## src/rtl/seqcmd_pkg.sv

```systemverilog
package seqcmd_pkg;
    localparam int ADDR_W  = 17;
    localparam int CMP_W   = 16;
    localparam int SEQ_LEN = 5;
    localparam int NCMD    = 4;

    // Command vector bit order: 0 inhibit, 1 release, 2 store, 3 recall
    localparam logic [CMP_W-1:0] SEQ_KEY [SEQ_LEN] = '{
        16'h4E38, 16'hB1C7, 16'h83E0, 16'h7C1F, 16'h703F
    };
    localparam logic [CMP_W-1:0] CMD_KEY [NCMD] = '{
        16'h8B45, 16'h4B46, 16'h8FC0, 16'h4C63
    };

    typedef enum logic [2:0] {
        ST_IDLE = 3'd0,
        ST_K1   = 3'd1,
        ST_K2   = 3'd2,
        ST_K3   = 3'd3,
        ST_K4   = 3'd4,
        ST_K5   = 3'd5
    } seq_state_e;
endpackage

```

## src/rtl/seqcmd_keymatch.sv

```systemverilog
module seqcmd_keymatch
    import seqcmd_pkg::*;
(
    input  logic [CMP_W-1:0]   cmp_addr,
    output logic [SEQ_LEN-1:0] seq_hit,
    output logic [NCMD-1:0]    cmd_hit
);
    for (genvar i = 0; i < SEQ_LEN; i++) begin : g_seq
        assign seq_hit[i] = (cmp_addr == SEQ_KEY[i]);
    end
    for (genvar j = 0; j < NCMD; j++) begin : g_cmd
        assign cmd_hit[j] = (cmp_addr == CMD_KEY[j]);
    end
endmodule

```

## src/rtl/seqcmd_fsm.sv

```systemverilog
module seqcmd_fsm
    import seqcmd_pkg::*;
(
    input  logic               clk,
    input  logic               rst_n,
    input  logic               acc_stb,
    input  logic               ce_n,
    input  logic               we_n,
    input  logic [SEQ_LEN-1:0] seq_hit,
    input  logic [NCMD-1:0]    cmd_hit,
    output logic [NCMD-1:0]    fire_d
);
    seq_state_e state_q, state_d, restart;

    assign restart = seq_hit[0] ? ST_K1 : ST_IDLE;

    always_comb begin
        state_d = state_q;
        fire_d  = '0;
        if (acc_stb && !ce_n) begin
            if (!we_n) begin
                state_d = ST_IDLE;
            end else begin
                unique case (state_q)
                    ST_IDLE: state_d = seq_hit[0] ? ST_K1 : ST_IDLE;
                    ST_K1:   state_d = seq_hit[1] ? ST_K2 : restart;
                    ST_K2:   state_d = seq_hit[2] ? ST_K3 : restart;
                    ST_K3:   state_d = seq_hit[3] ? ST_K4 : restart;
                    ST_K4:   state_d = seq_hit[4] ? ST_K5 : restart;
                    ST_K5: begin
                        fire_d  = cmd_hit;
                        state_d = (|cmd_hit) ? ST_IDLE : restart;
                    end
                    default: state_d = ST_IDLE;
                endcase
            end
        end
    end

    always_ff @(posedge clk) begin
        if (!rst_n) state_q <= ST_IDLE;
        else        state_q <= state_d;
    end
endmodule

```

## src/rtl/seqcmd_pulse.sv

```systemverilog
module seqcmd_pulse
    import seqcmd_pkg::*;
(
    input  logic            clk,
    input  logic            rst_n,
    input  logic [NCMD-1:0] fire_d,
    output logic [NCMD-1:0] cmd_q
);
    always_ff @(posedge clk) begin
        if (!rst_n) cmd_q <= '0;
        else        cmd_q <= fire_d;
    end
endmodule

```

## src/rtl/seqcmd_detect.sv

```systemverilog
module seqcmd_detect
    import seqcmd_pkg::*;
(
    input  logic              clk,
    input  logic              rst_n,
    input  logic              acc_stb,
    input  logic              ce_n,
    input  logic              we_n,
    input  logic [ADDR_W-1:0] addr,
    output logic              cmd_inhibit,
    output logic              cmd_release,
    output logic              cmd_store,
    output logic              cmd_recall
);
    logic [SEQ_LEN-1:0] seq_hit;
    logic [NCMD-1:0]    cmd_hit;
    logic [NCMD-1:0]    fire_d;
    logic [NCMD-1:0]    cmd_q;
    logic               unused_hi;

    assign unused_hi = ^addr[ADDR_W-1:CMP_W];

    seqcmd_keymatch u_match (
        .cmp_addr (addr[CMP_W-1:0]),
        .seq_hit  (seq_hit),
        .cmd_hit  (cmd_hit)
    );

    seqcmd_fsm u_fsm (
        .clk     (clk),
        .rst_n   (rst_n),
        .acc_stb (acc_stb),
        .ce_n    (ce_n),
        .we_n    (we_n),
        .seq_hit (seq_hit),
        .cmd_hit (cmd_hit),
        .fire_d  (fire_d)
    );

    seqcmd_pulse u_pulse (
        .clk    (clk),
        .rst_n  (rst_n),
        .fire_d (fire_d),
        .cmd_q  (cmd_q)
    );

    assign cmd_inhibit = cmd_q[0];
    assign cmd_release = cmd_q[1];
    assign cmd_store   = cmd_q[2];
    assign cmd_recall  = cmd_q[3];
endmodule

```

## config.mk

```make
export PLATFORM = sky130hd
export DESIGN_NAME = seqcmd_detect
export DESIGN_NICKNAME = d
export VERILOG_FILES = /design/src/rtl/seqcmd_pkg.sv /design/src/rtl/seqcmd_keymatch.sv /design/src/rtl/seqcmd_fsm.sv /design/src/rtl/seqcmd_pulse.sv /design/src/rtl/seqcmd_detect.sv
export SDC_FILE = /design/constraint.sdc
export NUM_CORES = 1
export LEC_CHECK = 0
export CORE_AREA = 2 2 39 41
export DETAILED_ROUTE_END_ITERATION = 8
export DIE_AREA = 0 0 41 43
export DONT_BUFFER_PORTS = 1
export GPL_ROUTABILITY_DRIVEN = 1
export SYNTH_ARGS = -nofsm -noshare
export SYNTH_HDL_FRONTEND = slang
export SYNTH_HIERARCHICAL = 1
export SYNTH_SLANG_ARGS = --single-unit
```

## constraint.sdc

```tcl
create_clock -name clk -period 1.9 [get_ports clk]
set_input_delay 0.38 -clock clk [delete_from_list [all_inputs] [get_ports clk]]
set_output_delay 0.38 -clock clk [all_outputs]
set_load 0.01 [all_outputs]
```

# Word-level counts from Yosys, hierarchy flattened
# Cells that the tools add are included.
# op_classes
eq_ne,14
muxes,8
reduce_logical,5
# ops
operator,n
"16-bit by 15-bit equality test with 1-bit output, second input constant",5
"16-bit equality test, second input constant",4
3-bit 2-to-1 mux,6
3-bit case mux with 6 select lines,1
"3-bit by 2-bit equality test with 1-bit output, second input constant",2
"3-bit equality test, second input constant",2
4-bit AND reduction,1
4-bit OR reduction,1
"3-bit by 1-bit equality test with 1-bit output, second input constant",1
3-bit logical NOT,1
1-bit logical AND,1
1-bit logical NOT,1
1-bit 2-to-1 mux,1
# totals
reg_bits,7
input_bits,22
output_inout_bits,4
word_cells,29

# Depth between registers and ports, before layout
# depth
depth_word,5
mapped_depth,7
ltp_nobuf,7

# Modules after synthesis
# Netlist, hierarchy kept.
# modules_own_cells
module,instances,cells_per_inst,area_each_um2,seq_area_each_um2
seqcmd_fsm,1,36,279.0,60.1
seqcmd_keymatch,1,36,211.5,0.0
seqcmd_pulse,1,8,105.1,80.1

# Worst setup path after synthesis
# OpenSTA, ideal clock, no wires.
# synth_timing
kind,in2reg
startpoint,in addr[9]
endpoint,reg u_fsm.state_q[0]
setup_ns,0.119
arrival_ns,1.488
required_time_ns,1.781
setup_slack_ns,0.292
stages,6
path_buffers,0
path_cell_list,or4_1 -> nor3_1 -> nor2b_1 -> o21ai_0 -> a21oi_1 -> o31ai_2
# synth_via
word_cells_on_any_way,18
classes_between,eq/ne (9); mux (8); reduce/logical (1)
# synth_rtl
element,line,rtl
"start, declared",seqcmd_detect.sv:9,"input logic [ADDR_W-1:0] addr,"
16-bit equality test,seqcmd_keymatch.sv:9,assign seq_hit[i] = (cmp_addr == SEQ_KEY[i]);
via seq_hit[1],seqcmd_detect.sv:15,logic [SEQ_LEN-1:0] seq_hit;
3-bit 2-to-1 mux,seqcmd_fsm.sv:26,ST_K1: state_d = seq_hit[1] ? ST_K2 : restart;
3-bit case mux with 6 select lines,seqcmd_fsm.sv:24,unique case (state_q)
3-bit 2-to-1 mux,seqcmd_fsm.sv:21,if (!we_n) begin
"end signal, assigned",seqcmd_fsm.sv:42,else state_q <= state_d;
"end, declared",seqcmd_fsm.sv:13,"seq_state_e state_q, state_d, restart;"
# The timed path passes the listed nets, and every way through them passes these cells.
# A chain may end at the register's enable or synchronous reset.

# Final worst setup path
# layout_timing
startpoint,in addr[12]
endpoint,reg u_fsm.state_q[0]
# Same word-level chain as after synthesis.

==> results.cfg <==
[final_layout]
synthToLayoutAreaGrowth_pct = 4.20
fin_util = 0.448
mostFrequentLayoutCells = 9 x and2_1, 7 x dfxtp_1, 6 x nor2_1, 6 x nor3_1
diodes = 0
layout_commonest_cell = and2_1
nets = 105
drive_gt1_frac = 0.0976

[power]
p_sw_uw = 63.0
p_seq_frac = 0.491
p_int_uw = 236
power_leakage_uw = 0.000195
switching_share = 0.211
clkPwrFrac = 0.431
powerDensity_mw_per_mm2 = 482
power_frac_comb = 0.078
vdd_drop_max_v = 0.000143

[sta]
post-route-min-period_ps = 1530
worst_slew_pin_slew_ps = 400
hold_viol = 0
report.final.slew_viol_count = 0
rsz0062_at_grt = no
setup_viol = 0
finalWorstSetupSlack_ps = 369
hold_slack_ps = 256
max_freq_ghz = 0.653
final.period_utilization = 0.806
slew_headroom = 0.731
skew_ps = 1.97
tns_ps = 0

[route]
ant_nets = 0
avgViaCountPerCell = 5.93
drc = 0
drt_iter0_markers = 11
dr.pass1.iters = 4
vias = 581
wl_per_cell_um = 12.3
drt-total-wl_um = 1210

[synthesis]
syn_inst = 80
yosys_register_bits = 7
synth_cell_types = 29
syn_avg_cell_area_um2 = 7.44
synth_xor_xnor_area_share = 0
yosysWarnings = 6
synth_top_family_by_area = simple AND/OR/NAND/NOR gates
synth-compound-area-share = 0.134
synth_area_um2 = 596
syn-num-nets = 102
synth_mux_area_frac = 0
synth-simple-area-share = 0.580
ys_seq_area_frac = 0.235
synth_fa_ha_area_frac = 0

[critical_path]
cp.required_ps = 2040
cp.depth = 7
path_class = input port to flip-flop
crit_buf_inv = 0
endpoint_kind = flip-flop
r2r_start = u_fsm/state_q[2]$_SDFFE_PN0P_
slowest_stage = or4_1
cpLargestDelayFamily = simple AND/OR/NAND/NOR gates
arrival_ps = 1670
cp-start-kind = input port
reg2regPathDepth = 3
cp-startpoint = addr[12]
cp_slowest_stage_delay_ps = 440
cp_max_fo = 3
endpoint = u_fsm/state_q[0]$_SDFFE_PN0P_
r2r_slack_ps = 730
r2r_end = u_fsm/state_q[0]$_SDFFE_PN0P_
path_cells = nand4_1 -> or4_1 -> nor3_1 -> nor2b_1 -> o21ai_0 -> a21oi_1 -> o31ai_2

[floorplanning]
initial_core_util = 0.430
die_x_um = 41
io_pins = 26
fp.dieH_um = 43
coreArea_mm2 = 0.00138
rows = 14
die_area_mm2 = 0.00176

[job]
maxCapViolCount = 0

[clock_network]
clock_sinks = 7
cts_tree = done
clock_path_buffers = 2
htree_levels = 1
hold_buffers = 0
root_buffer = clkbuf_4
clock_latency_ps = 240
numCtsBuffers = 3
cts.clk_slew.worst_paths_ps = 50
cts_resized = 0
post_cts_buffers = 0

[placement]
gp_congestion = 0.719
dp_slack_ps = 115
port_buffers = 0
dp_hpwl_um = 1010

[global_route]
grt_usage = 0.158
grt_pass1_wl_um = 2010
grt_pass1_vias = 539
grt_max_degree = 11
grt_antenna_before_repair = 0
grt-ovfl-total = 0

[run_status]
status = finished, final reports clean

[hold_path]
hp-class = input port to flip-flop
routing by layer:
layer | part of all wire | global-route usage | vias up
li1 | - | - | 299
met1 | 0.43 | 0.200 | 261
met2 | 0.49 | 0.247 | 19
met3 | 0.063 | 0.0209 | 2
met4 | 0.0099 | 0.0800 | 0
met5 | 0 | 0 | -
power groups by stage:
stage | clock network, uW | logic (uW) | registers, uW
after floorplan | 0 | 20.5 | 150
after global placement | 0 | 22.8 | 150
after detailed placement | 0 | 23.1 | 150
after CTS | 138 | 23.1 | 147
after global routing | 143 | 26.3 | 147
final | 129 | 23.2 | 147
cells in the mapped netlist:
master,number,area share
o21ai_1,2,0.017
and2_1,9,0.095
nand3_1,4,0.034
nor2_1,6,0.038
or2b_2,1,0.015
inv_1,2,0.013
a21oi_1,3,0.025
nand4b_1,2,0.029
nor2b_1,4,0.042
nor3_1,6,0.050
a22oi_1,1,0.013
nor3b_1,2,0.025
a211o_1,1,0.015
nand2b_1,1,0.011
buf_6,2,0.038
and2b_2,2,0.029
nor4bb_1,1,0.017
nand3b_1,3,0.038
nor4_1,3,0.032
a21o_1,1,0.013
nor4b_1,1,0.015
and3b_1,1,0.015
o31ai_2,1,0.021
a32oi_1,1,0.015
dfxtp_1,7,0.24
nand4_1,5,0.053
nand2_1,5,0.032
or4_1,1,0.013
o21ai_0,2,0.017
worst min path at each step:
stage,endpoint,from,cells past startpoint
floorplan,u_pulse/cmd_q[0]$_SDFF_PN0_,rst_n,1
global placement,u_pulse/cmd_q[0]$_SDFF_PN0_,rst_n,1
detailed placement,u_pulse/cmd_q[1]$_SDFF_PN0_,rst_n,1
CTS,u_pulse/cmd_q[1]$_SDFF_PN0_,rst_n,1
global route,u_pulse/cmd_q[1]$_SDFF_PN0_,rst_n,1
finish,u_pulse/cmd_q[1]$_SDFF_PN0_,rst_n,1
cells by family (layout without fill, tap and decap cells):
family | after synthesis | count (layout)
buf+inv | 4 | 6
flops | 7 | 7
compound gates | 12 | 12
simple gates | 57 | 57
per-stage QoR:
step           instances  total power [uW]  instance area [um^2]
3_5_place_dp          94               173                   593
4_1_cts               98               308                   621
6_report              98               299                   621
2_1_floorplan         80               171                   596
5_1_grt               98               316                   621
3_3_place_gp          94               173                   593
state kept, by name, summed over array words and instances (netlist names):
| name | cells |
|---|---|
| u_fsm/state_q | 3 |
| u_pulse/cmd_q | 4 |
cell type report:
type	count	area (um^2)
Inverter	2	7.51
Tap cell	16	20.0
Sequential cell	7	140
Fill cell	152	763
Multi-Input combinational cell	69	425
Clock inverter	1	5.00
Clock buffer	3	22.5
No activity file was read; power rests on OpenSTA's default activity.
